### src/rtl/sat_pkg.sv
package sat_pkg;
  typedef enum logic [1:0] {
    POL_NONE  = 2'b00,
    POL_EVERY = 2'b01,
    POL_BCAST = 2'b10,
    POL_EOB   = 2'b11
  } sat_policy_e;

  typedef struct packed {
    logic        acc;
    logic        blk;
    sat_policy_e pol;
  } sat_cw_t;

  localparam int BLK_BIT = 2;
endpackage

### src/rtl/sat_ctrl_bank.sv
module sat_ctrl_bank
  import sat_pkg::*;
#(
  parameter int SA_COUNT = 32,
  parameter int SA_W     = $clog2(SA_COUNT)
) (
  input  logic              clk,
  input  logic              rst_n,
  input  logic              wr_en,
  input  logic              rd_en,
  input  logic [SA_W-1:0]   host_idx,
  input  sat_policy_e       wr_pol,
  input  logic              wr_blk,
  input  logic              set_en,
  input  logic [SA_W-1:0]   set_idx,
  output sat_cw_t           rd_cw,
  output sat_cw_t           msg_cw
);
  sat_cw_t cw_q [SA_COUNT];

  for (genvar gi = 0; gi < SA_COUNT; gi++) begin : g_entry
    localparam logic [SA_W-1:0] MY_IDX = SA_W'(gi);
    logic    hit_wr, hit_rd, hit_set;
    sat_cw_t cw_d;

    assign hit_wr  = wr_en  && (host_idx == MY_IDX);
    assign hit_rd  = rd_en  && (host_idx == MY_IDX);
    assign hit_set = set_en && (set_idx  == MY_IDX);

    always_comb begin
      cw_d = cw_q[gi];
      if (hit_wr) begin
        cw_d.pol = wr_pol;
        cw_d.blk = wr_blk;
      end
      if (hit_set)     cw_d.acc = 1'b1;
      else if (hit_rd) cw_d.acc = 1'b0;
    end

    always_ff @(posedge clk or negedge rst_n) begin
      if (!rst_n) cw_q[gi] <= '0;
      else        cw_q[gi] <= cw_d;
    end
  end

  assign rd_cw  = cw_q[host_idx];
  assign msg_cw = cw_q[set_idx];
endmodule

### src/rtl/sat_irq_eval.sv
module sat_irq_eval
  import sat_pkg::*;
(
  input  logic        clk,
  input  logic        rst_n,
  input  logic        done,
  input  sat_policy_e pol,
  input  logic        blk,
  input  logic        bcast,
  input  logic        eob,
  output logic        irq
);
  logic fire_d, irq_q;

  always_comb begin
    unique case (pol)
      POL_EVERY: fire_d = done;
      POL_BCAST: fire_d = done && bcast;
      POL_EOB:   fire_d = done && eob && blk;
      default:   fire_d = 1'b0;
    endcase
  end

  always_ff @(posedge clk or negedge rst_n) begin
    if (!rst_n) irq_q <= 1'b0;
    else        irq_q <= fire_d;
  end

  assign irq = irq_q;
endmodule

### src/rtl/sat_cmd_capture.sv
module sat_cmd_capture #(
  parameter int CMD_W  = 16,
  parameter int DESC_W = 16
) (
  input  logic              clk,
  input  logic              rst_n,
  input  logic              cmd_valid,
  input  logic [CMD_W-1:0]  cmd_word,
  input  logic [DESC_W-1:0] cmd_desc,
  input  logic              msg_done,
  output logic [CMD_W-1:0]  cur_cmd,
  output logic [DESC_W-1:0] cur_desc,
  output logic              active
);
  logic [CMD_W-1:0]  cmd_q;
  logic [DESC_W-1:0] desc_q;
  logic              act_q, act_d;

  always_comb begin
    act_d = act_q;
    if (cmd_valid)     act_d = 1'b1;
    else if (msg_done) act_d = 1'b0;
  end

  always_ff @(posedge clk or negedge rst_n) begin
    if (!rst_n) begin
      cmd_q  <= '0;
      desc_q <= '0;
    end else if (cmd_valid) begin
      cmd_q  <= cmd_word;
      desc_q <= cmd_desc;
    end
  end

  always_ff @(posedge clk or negedge rst_n) begin
    if (!rst_n) act_q <= 1'b0;
    else        act_q <= act_d;
  end

  assign cur_cmd  = cmd_q;
  assign cur_desc = desc_q;
  assign active   = act_q;
endmodule

### src/rtl/sat_tracker.sv
module sat_tracker
  import sat_pkg::*;
#(
  parameter int SA_COUNT = 32,
  parameter int SA_W     = $clog2(SA_COUNT),
  parameter int DATA_W   = 16,
  parameter int CMD_W    = 16,
  parameter int DESC_W   = 16
) (
  input  logic              clk,
  input  logic              rst_n,
  input  logic              cmd_valid,
  input  logic [CMD_W-1:0]  cmd_word,
  input  logic [DESC_W-1:0] cmd_desc,
  input  logic              msg_done,
  input  logic [SA_W-1:0]   msg_sa,
  input  logic              msg_bcast,
  input  logic              msg_eob,
  input  logic              host_en,
  input  logic              host_wr,
  input  logic [SA_W:0]     host_addr,
  input  logic [DATA_W-1:0] host_wdata,
  output logic [DATA_W-1:0] host_rdata,
  output logic              active,
  output logic              msg_irq
);
  localparam int ACC_BIT = DATA_W - 1;
  localparam logic [SA_W-1:0] STAT_CMD  = SA_W'(0);
  localparam logic [SA_W-1:0] STAT_DESC = SA_W'(1);

  logic              in_status, host_rd, cw_wr, cw_rd;
  sat_cw_t           rd_cw, msg_cw;
  logic [CMD_W-1:0]  cur_cmd;
  logic [DESC_W-1:0] cur_desc;
  logic [DATA_W-1:0] rdata_d, rdata_q;

  assign in_status = host_addr[SA_W];
  assign host_rd   = host_en && !host_wr;
  assign cw_wr     = host_en && host_wr && !in_status;
  assign cw_rd     = host_rd && !in_status;

  sat_ctrl_bank #(.SA_COUNT(SA_COUNT), .SA_W(SA_W)) u_bank (
    .clk      (clk),
    .rst_n    (rst_n),
    .wr_en    (cw_wr),
    .rd_en    (cw_rd),
    .host_idx (host_addr[SA_W-1:0]),
    .wr_pol   (sat_policy_e'(host_wdata[1:0])),
    .wr_blk   (host_wdata[BLK_BIT]),
    .set_en   (msg_done),
    .set_idx  (msg_sa),
    .rd_cw    (rd_cw),
    .msg_cw   (msg_cw)
  );

  sat_irq_eval u_irq (
    .clk   (clk),
    .rst_n (rst_n),
    .done  (msg_done),
    .pol   (msg_cw.pol),
    .blk   (msg_cw.blk),
    .bcast (msg_bcast),
    .eob   (msg_eob),
    .irq   (msg_irq)
  );

  sat_cmd_capture #(.CMD_W(CMD_W), .DESC_W(DESC_W)) u_cmd (
    .clk       (clk),
    .rst_n     (rst_n),
    .cmd_valid (cmd_valid),
    .cmd_word  (cmd_word),
    .cmd_desc  (cmd_desc),
    .msg_done  (msg_done),
    .cur_cmd   (cur_cmd),
    .cur_desc  (cur_desc),
    .active    (active)
  );

  always_comb begin
    rdata_d = '0;
    if (!in_status) begin
      rdata_d[1:0]    = rd_cw.pol;
      rdata_d[BLK_BIT] = rd_cw.blk;
      rdata_d[ACC_BIT] = rd_cw.acc;
    end else if (host_addr[SA_W-1:0] == STAT_CMD) begin
      rdata_d = DATA_W'(cur_cmd);
    end else if (host_addr[SA_W-1:0] == STAT_DESC) begin
      rdata_d = DATA_W'(cur_desc);
    end
  end

  always_ff @(posedge clk or negedge rst_n) begin
    if (!rst_n)       rdata_q <= '0;
    else if (host_rd) rdata_q <= rdata_d;
  end

  assign host_rdata = rdata_q;
endmodule

### config.mk
export PLATFORM = sky130hd
export DESIGN_NAME = sat_tracker
export DESIGN_NICKNAME = d
export VERILOG_FILES = /design/src/rtl/sat_pkg.sv /design/src/rtl/sat_ctrl_bank.sv /design/src/rtl/sat_irq_eval.sv /design/src/rtl/sat_cmd_capture.sv /design/src/rtl/sat_tracker.sv
export SDC_FILE = /design/constraint.sdc
export NUM_CORES = 1
export LEC_CHECK = 0
export ABC_AREA = 1
export CAP_MARGIN = 20
export CORE_UTILIZATION = 65
export CTS_BUF_LIST = sky130_fd_sc_hd__clkbuf_4 sky130_fd_sc_hd__clkbuf_8
export CTS_CLUSTER_SIZE = 40
export DETAILED_ROUTE_END_ITERATION = 8
export DONT_BUFFER_PORTS = 1
export PLACE_DENSITY = 0.81
export SLEW_MARGIN = 30
export SYNTH_ARGS = -nofsm -noshare
export SYNTH_HDL_FRONTEND = slang
export SYNTH_SLANG_ARGS = --single-unit
### constraint.sdc
create_clock -name clk -period 1.33 [get_ports clk]
set_input_delay 0.0665 -clock clk [delete_from_list [all_inputs] [get_ports clk]]
set_output_delay 0.0665 -clock clk [all_outputs]
set_load 0.05 [all_outputs]
==> flow_summary.toml, run 1 <==
[timing]
setup_ws_ns = -0.267
holdWs_ns = -0.776
fmax_mhz = 626
clock-skew-final_ns = 0.0239
rsz0062_at_grt = "true"
min_period_ns = 1.60
finalHoldViolCount = 179
min_period_over_period_pct = 120
slew_violations = 0
worst_pin_slew_ns = 0.887
relSlewSlack_pct = 40.7
finalSetupViolCount = 3

[worst_setup_path]
worstSetupEndpointType = "flop"
worstSetupPathType = "flop to flop"
critPathBufInv = 2
critical_path_arrival_ns = 2.02
required_ns = 1.76
worstPathCellList = "inv_2, nor2_4, a21oi_2, nand2_1, nand2_1, nand2_1, inv_1, nand3_2, nand3_2, nand2_1"
cpPeakStageDelay_ns = 0.40
cp_common_cell = "nand2_1"
crit_fanout = 2
start_kind = "flop"
ff2ff_setup_slack_ns = -0.27
crit_family = "simple AND/OR/NAND/NOR gates"
cpMaxStageDelayCell = "dfrtp_1"

[clocking]
htree_levels = 4
cts_hold_buf = 86
clk_latency_ns = 0.52
clockBufferDepth = 2
clockRootBuffer = "clkbuf_8"
clock-sinks = 178
cts_tree = "yes"
cts_buffers = 17
clkTransAtPathRegs_ns = 0.12

[route]
wire_per_inst_um = 24.1
drc = 2
antenna_left = 0
drt_pre_antenna_iters = 9
routed-via-count = 10453
viasPerCell = 6.80
routed_wirelength_um = 37000
drt_iter0_markers = 2230

[placed_design]
placed_area_um2 = 9740
place_ws_ns = -0.161
gp_congestion = 0.998
dp_hpwl_um = 18600
io_buffers = 0

[synthesis]
synth_area_um2 = 9160
synth.ff_latch_count = 178
synth_edf_count = 0
yosysSeqAreaShare_pct = 48.6
syn_avg_cell_area_um2 = 7.55
yosysMostFrequentCell = "nand2_1"
yosysTopAreaCellShare_pct = 48.6
synth_top_area_cell = "dfrtp_1"
synth_common_cells = "nand2_1 (498), dfrtp_1 (178), o21ai_0 (149), nand3_1 (73), inv_1 (69)"
synthFlopType = "dfrtp_1"
synth_nets = 1280
synth.area.top_cells = "dfrtp_1 (49%), nand2_1 (20%), o21ai_0 (8.1%)"
syn_inst = 1213
ys_warn_count = 0
synthArstFlopShare_pct = 100
synth.distinct_cells = 27

[floorplan]
core-area_um2 = 13800
dieWidth_um = 121
dieHeight_um = 121
row_count = 43
die_area_um2 = 14600
num_io_pins = 85
start_util_pct = 66.2

[pwr]
clkPwrFrac_pct = 33.1
p_leak_nw = 5.44
power_mw = 13.3
internal_power_mw = 9.03
seq_power_share_pct = 48.9
combinationalPowerShare_pct = 18.0
p_sw_share_pct = 32.1
power.switching_mw = 4.27
ir_drop_v = 0.000817
p_per_area_nw_per_um2 = 1170

[cells_and_area]
regArea_um2 = 4460
fillers = 789
area_growth_pct = 23.9
final_layout_size_suffix_gt1_share_pct = 12.5
layout.nets = 1411
multi_input_area_um2 = 4270
fin_area_um2 = 11300

[grt]
track_usage_pct = 48.8
grt_pass1_wl_um = 53000
antenna_found_initial = 3
grt_overflow_total = 0
grt_pass1_vias = 9604
grt_max_degree = 179

[status]
outcome = "finished, violations left"
violations = "design-rule violations, negative hold slack, negative setup slack"

[flow_run]
max_cap_viol_count = 0

[hold_path]
worstHoldPathType = "primary input to async pin"
## stage by stage
stage | util (%) | hold slack, ns | TNS (ns) | std cells
after floorplan | - | -0.229 | 0 | 1213
after global placement | 70.4 | -0.226 | -0.751 | 1403
after detailed placement | 70.4 | -0.226 | -1.41 | 1403
after CTS | 80.0 | -0.732 | 0 | 1520
after global routing | 82.1 | -0.783 | -0.495 | 1538
final | 82.1 | -0.776 | -0.355 | 1538
## worst register-to-register path, delay by kind of cell, from the launching register on
family,cells,cell delay (ns)
buffers and inverters,2,0.19
DFF,1,0.40
and+or+nand+nor,7,0.54
AOI/OAI and AO/OA,1,0.39
## path summary, 6_finish.rpt
check	from	end	cells past startpoint
setup reg to reg	u_bank.cw_q[51]	host_rdata[15]	10
setup / recovery	u_bank.cw_q[51]	host_rdata[15]	10
min in group clk	host_addr[5]	u_bank.cw_q[91]	4
max in group asynchronous	rst_n	u_bank.cw_q[5]	0
hold / removal	rst_n	u_cmd.cur_desc[4]	0
hold reg to reg	u_bank.cw_q[69]	u_bank.cw_q[69]	2
## placed cells by master, fill, tap and decap left out, types with 4 or more instances in the layout
cell type	count
bufinv_16	4
nand2_2	11
o31ai_1	9
a22oi_2	6
buf_12	11
a22oi_1	22
a32o_1	4
o22ai_1	17
dfrtp_1	177
clkbuf_8	18
a22o_1	26
buf_4	77
nor2_2	8
nand2_1	489
nand4_1	13
nand3_1	70
nor2_4	6
inv_1	66
inv_2	6
dlygate4sd3_1	81
o21ai_0	139
o21ai_1	9
inv_6	5
nor2_1	44
a21oi_1	7
## power by group through the flow
stage	Sequential [mW]	Combinational, mW	Clock, mW
6_report	6.50	2.40	4.40
3_3_place_gp	6.47	1.61	0
4_1_cts	6.39	1.92	4.22
2_1_floorplan	6.41	1.19	0
3_5_place_dp	6.48	1.68	0
5_1_grt	6.51	2.50	4.57
## cell type report
cell class / count / area share [%]
inverters: 74 / 2.45
repair buffers: 173 / 14.7
clock buffers: 18 / 2.18
flip-flops and latches: 178 / 39.3
diodes: 2 / 0.0441
clock inverters: 13 / 1.74
multi-input cells: 900 / 37.6
well taps: 180 / 1.98
## cell families after synthesis
logic type	synth area share, %
DFF	48.6
buffers and inverters	6.33
and+or+nand+nor	28.6
AOI/OAI and AO/OA	16.4
## per-layer routing
metal	up-vias	GRT usage, %	routed length, um	share of wire, %
met5	-	0	136	0.37
met4	8	28.2	3300	8.9
met3	383	23.4	5960	16
met2	1145	71.2	15400	42
met1	4667	58.7	12200	33
li1	4250	-	-	-
## timing repair
| action | in CTS | in global routing |
|---|---|---|
| hold endpoints to repair | 288 | 178 |
| endpoints found under the setup margin | 0 | 51 |
| buffers inserted | 0 | 15 |
| gates resized for setup | 0 | 52 |
## flip-flops by register name, summed over array words and instances, names as in the netlist
register	count
u_cmd.cur_cmd	16
u_cmd.active	1
host_rdata	16
u_irq.irq	1
u_bank.cw_q	128
u_cmd.cur_desc	16
Note: power is estimated with default switching activity, not from simulation.
==> run 2: changes to the inputs <==
==> constraint.sdc (replaced) <==
create_clock -name clk -period 1.33 [get_ports clk]
set_input_delay 0.133 -clock clk [delete_from_list [all_inputs] [get_ports clk]]
set_output_delay 0.133 -clock clk [all_outputs]
set_load 0.05 [all_outputs]
==> flow_summary.toml, run 2 (synthesized netlist as in run 1, its figures left out) <==
[status]
outcome = "finished, violations left"
violations = "design-rule violations, negative hold slack, negative setup slack"

[hold_path]
worstHoldPathType = "primary input to async pin"

[floorplan]
dieWidth_um = 121
die_area_um2 = 14600
row_count = 43
num_io_pins = 85
start_util_pct = 66.2
core-area_um2 = 13800
dieHeight_um = 121

[grt]
grt_pass1_vias = 8927
grt_pass1_wl_um = 47100
grt_max_degree = 179
gr-usage-met2_pct = 65.1
antenna_found_initial = 0
grt-busiest-layer = "met2"
globalRouteMet1Util_pct = 54.1
track_usage_pct = 42.4
grt_overflow_total = 0
use_met3_pct = 13.6

[worst_setup_path]
cp_common_cell = "nand2_1"
critical_path_arrival_ns = 1.78
critPathBufInv = 2
cpPeakStageDelay_ns = 0.39
required_ns = 1.67
cpMaxStageDelayCell = "dfrtp_1"
start_kind = "flop"
crit_fanout = 2
worstSetupPathType = "flop to flop"
worstSetupEndpointType = "flop"
worstPathCellList = "inv_2, nor2_1, a21oi_1, nand2_1, nand2_1, nand2_1, inv_1, nand3_1, nand3_1, nand2_1"
crit_family = "simple AND/OR/NAND/NOR gates"

[pwr]
p_sw_share_pct = 30.0
p_leak_nw = 5.36
internal_power_mw = 8.82
clkPwrFrac_pct = 32.3
combinationalPowerShare_pct = 16.5
seq_power_share_pct = 51.2
p_per_area_nw_per_um2 = 1150
ir_drop_v = 0.00117
power_mw = 12.6
power.switching_mw = 3.78

[timing]
holdWs_ns = -0.667
fmax_mhz = 694
finalSetupViolCount = 3
slew_violations = 0
rsz0062_at_grt = "true"
relSlewSlack_pct = 44.8
clock-skew-final_ns = 0.0221
min_period_ns = 1.44
min_period_over_period_pct = 108
worst_pin_slew_ns = 0.826
setup_ws_ns = -0.112
finalHoldViolCount = 178

[cells_and_area]
fillers = 879
regArea_um2 = 4450
layout.nets = 1383
largest_reg_flops = 128
layout_commonest_cell = "nand2_1"
fin_cells = 1510
fin_area_um2 = 11000
multi_input_area_um2 = 4190
final_layout_size_suffix_gt1_share_pct = 12.2
utilization_pct = 79.3
regMostFlops = "u_bank.cw_q"
area_growth_pct = 19.8
final_cell_mix = "nand2_1 (494), dfrtp_1 (178), o21ai_0 (140), buf_4 (82), nand3_1 (71)"

[flow_run]
max_cap_viol_count = 0

[clocking]
cts_tree = "yes"
clock-sinks = 178
cts_buffers = 17
clk_latency_ns = 0.48
clockBufferDepth = 2
cts_hold_buf = 51
htree_levels = 4
clkTransAtPathRegs_ns = 0.10
clockRootBuffer = "clkbuf_8"

[route]
drt_iter0_markers = 1622
drt_pre_antenna_iters = 9
routed_wirelength_um = 30800
routed-via-count = 9706
drc = 2
antenna_left = 0
viasPerCell = 6.43
wire_per_inst_um = 20.4

[placed_design]
gp_congestion = 0.919
io_buffers = 0
placed_area_um2 = 9810
place_ws_ns = -0.132
dp.cells = 1411
dp_hpwl_um = 18200
[run 2: cell type report]
cell class | instances | area share, %
Antenna cell | 1 | 0.0228
Tap cell | 180 | 2.05
Clock buffer | 20 | 2.45
Sequential cell | 178 | 40.6
Timing Repair Buffer | 145 | 12.7
Inverter | 74 | 2.57
Clock inverter | 12 | 1.41
Multi-Input combinational cell | 900 | 38.2
[run 2: per-layer routing]
metal / part of all wire [%] / wire, um
met5: 0 / 0
met3: 13 / 4000
met1: 37 / 11300
met2: 45 / 13800
met4: 5.5 / 1700
[run 2: through the flow]
stage / hold WS [ns] / TNS, ns
after CTS: -0.676 / 0
after global placement: -0.159 / -2.20
final: -0.667 / -0.128
after floorplan: -0.163 / 0
after global routing: -0.696 / -0.469
after detailed placement: -0.159 / -2.87
[run 2: power by group through the flow]
| stage | combinational, mW | clock [mW] | sequential [mW] |
|---|---|---|---|
| after floorplan | 1.19 | 0 | 6.41 |
| after global placement | 1.61 | 0 | 6.47 |
| after detailed placement | 1.66 | 0 | 6.48 |
| after CTS | 1.85 | 4.00 | 6.38 |
| after global routing | 2.26 | 4.28 | 6.47 |
| final | 2.08 | 4.07 | 6.45 |
[run 2: repair_timing]
action,4_1_cts,5_1_grt
endpoints found under the setup margin,1,12
pin swaps,0,19
cloned,0,1
endpoints found under the hold margin,275,178
resized for setup,1,31
buffers inserted,0,14
[run 2: final timing paths]
path | from | to | slack, ns | depth (start not counted)
min in group clk | cmd_valid | u_cmd.cur_desc[11] | 0.03 | 2
worst max-delay path | u_bank.cw_q[51] | host_rdata[15] | -0.11 | 10
worst min register to register | u_cmd.active | u_cmd.active | 0.50 | 1
worst min-delay path | rst_n | u_cmd.cur_cmd[10] | -0.67 | 0
worst max register to register | u_bank.cw_q[51] | host_rdata[15] | -0.11 | 10
max in group asynchronous | rst_n | u_bank.cw_q[70] | 1.81 | 0
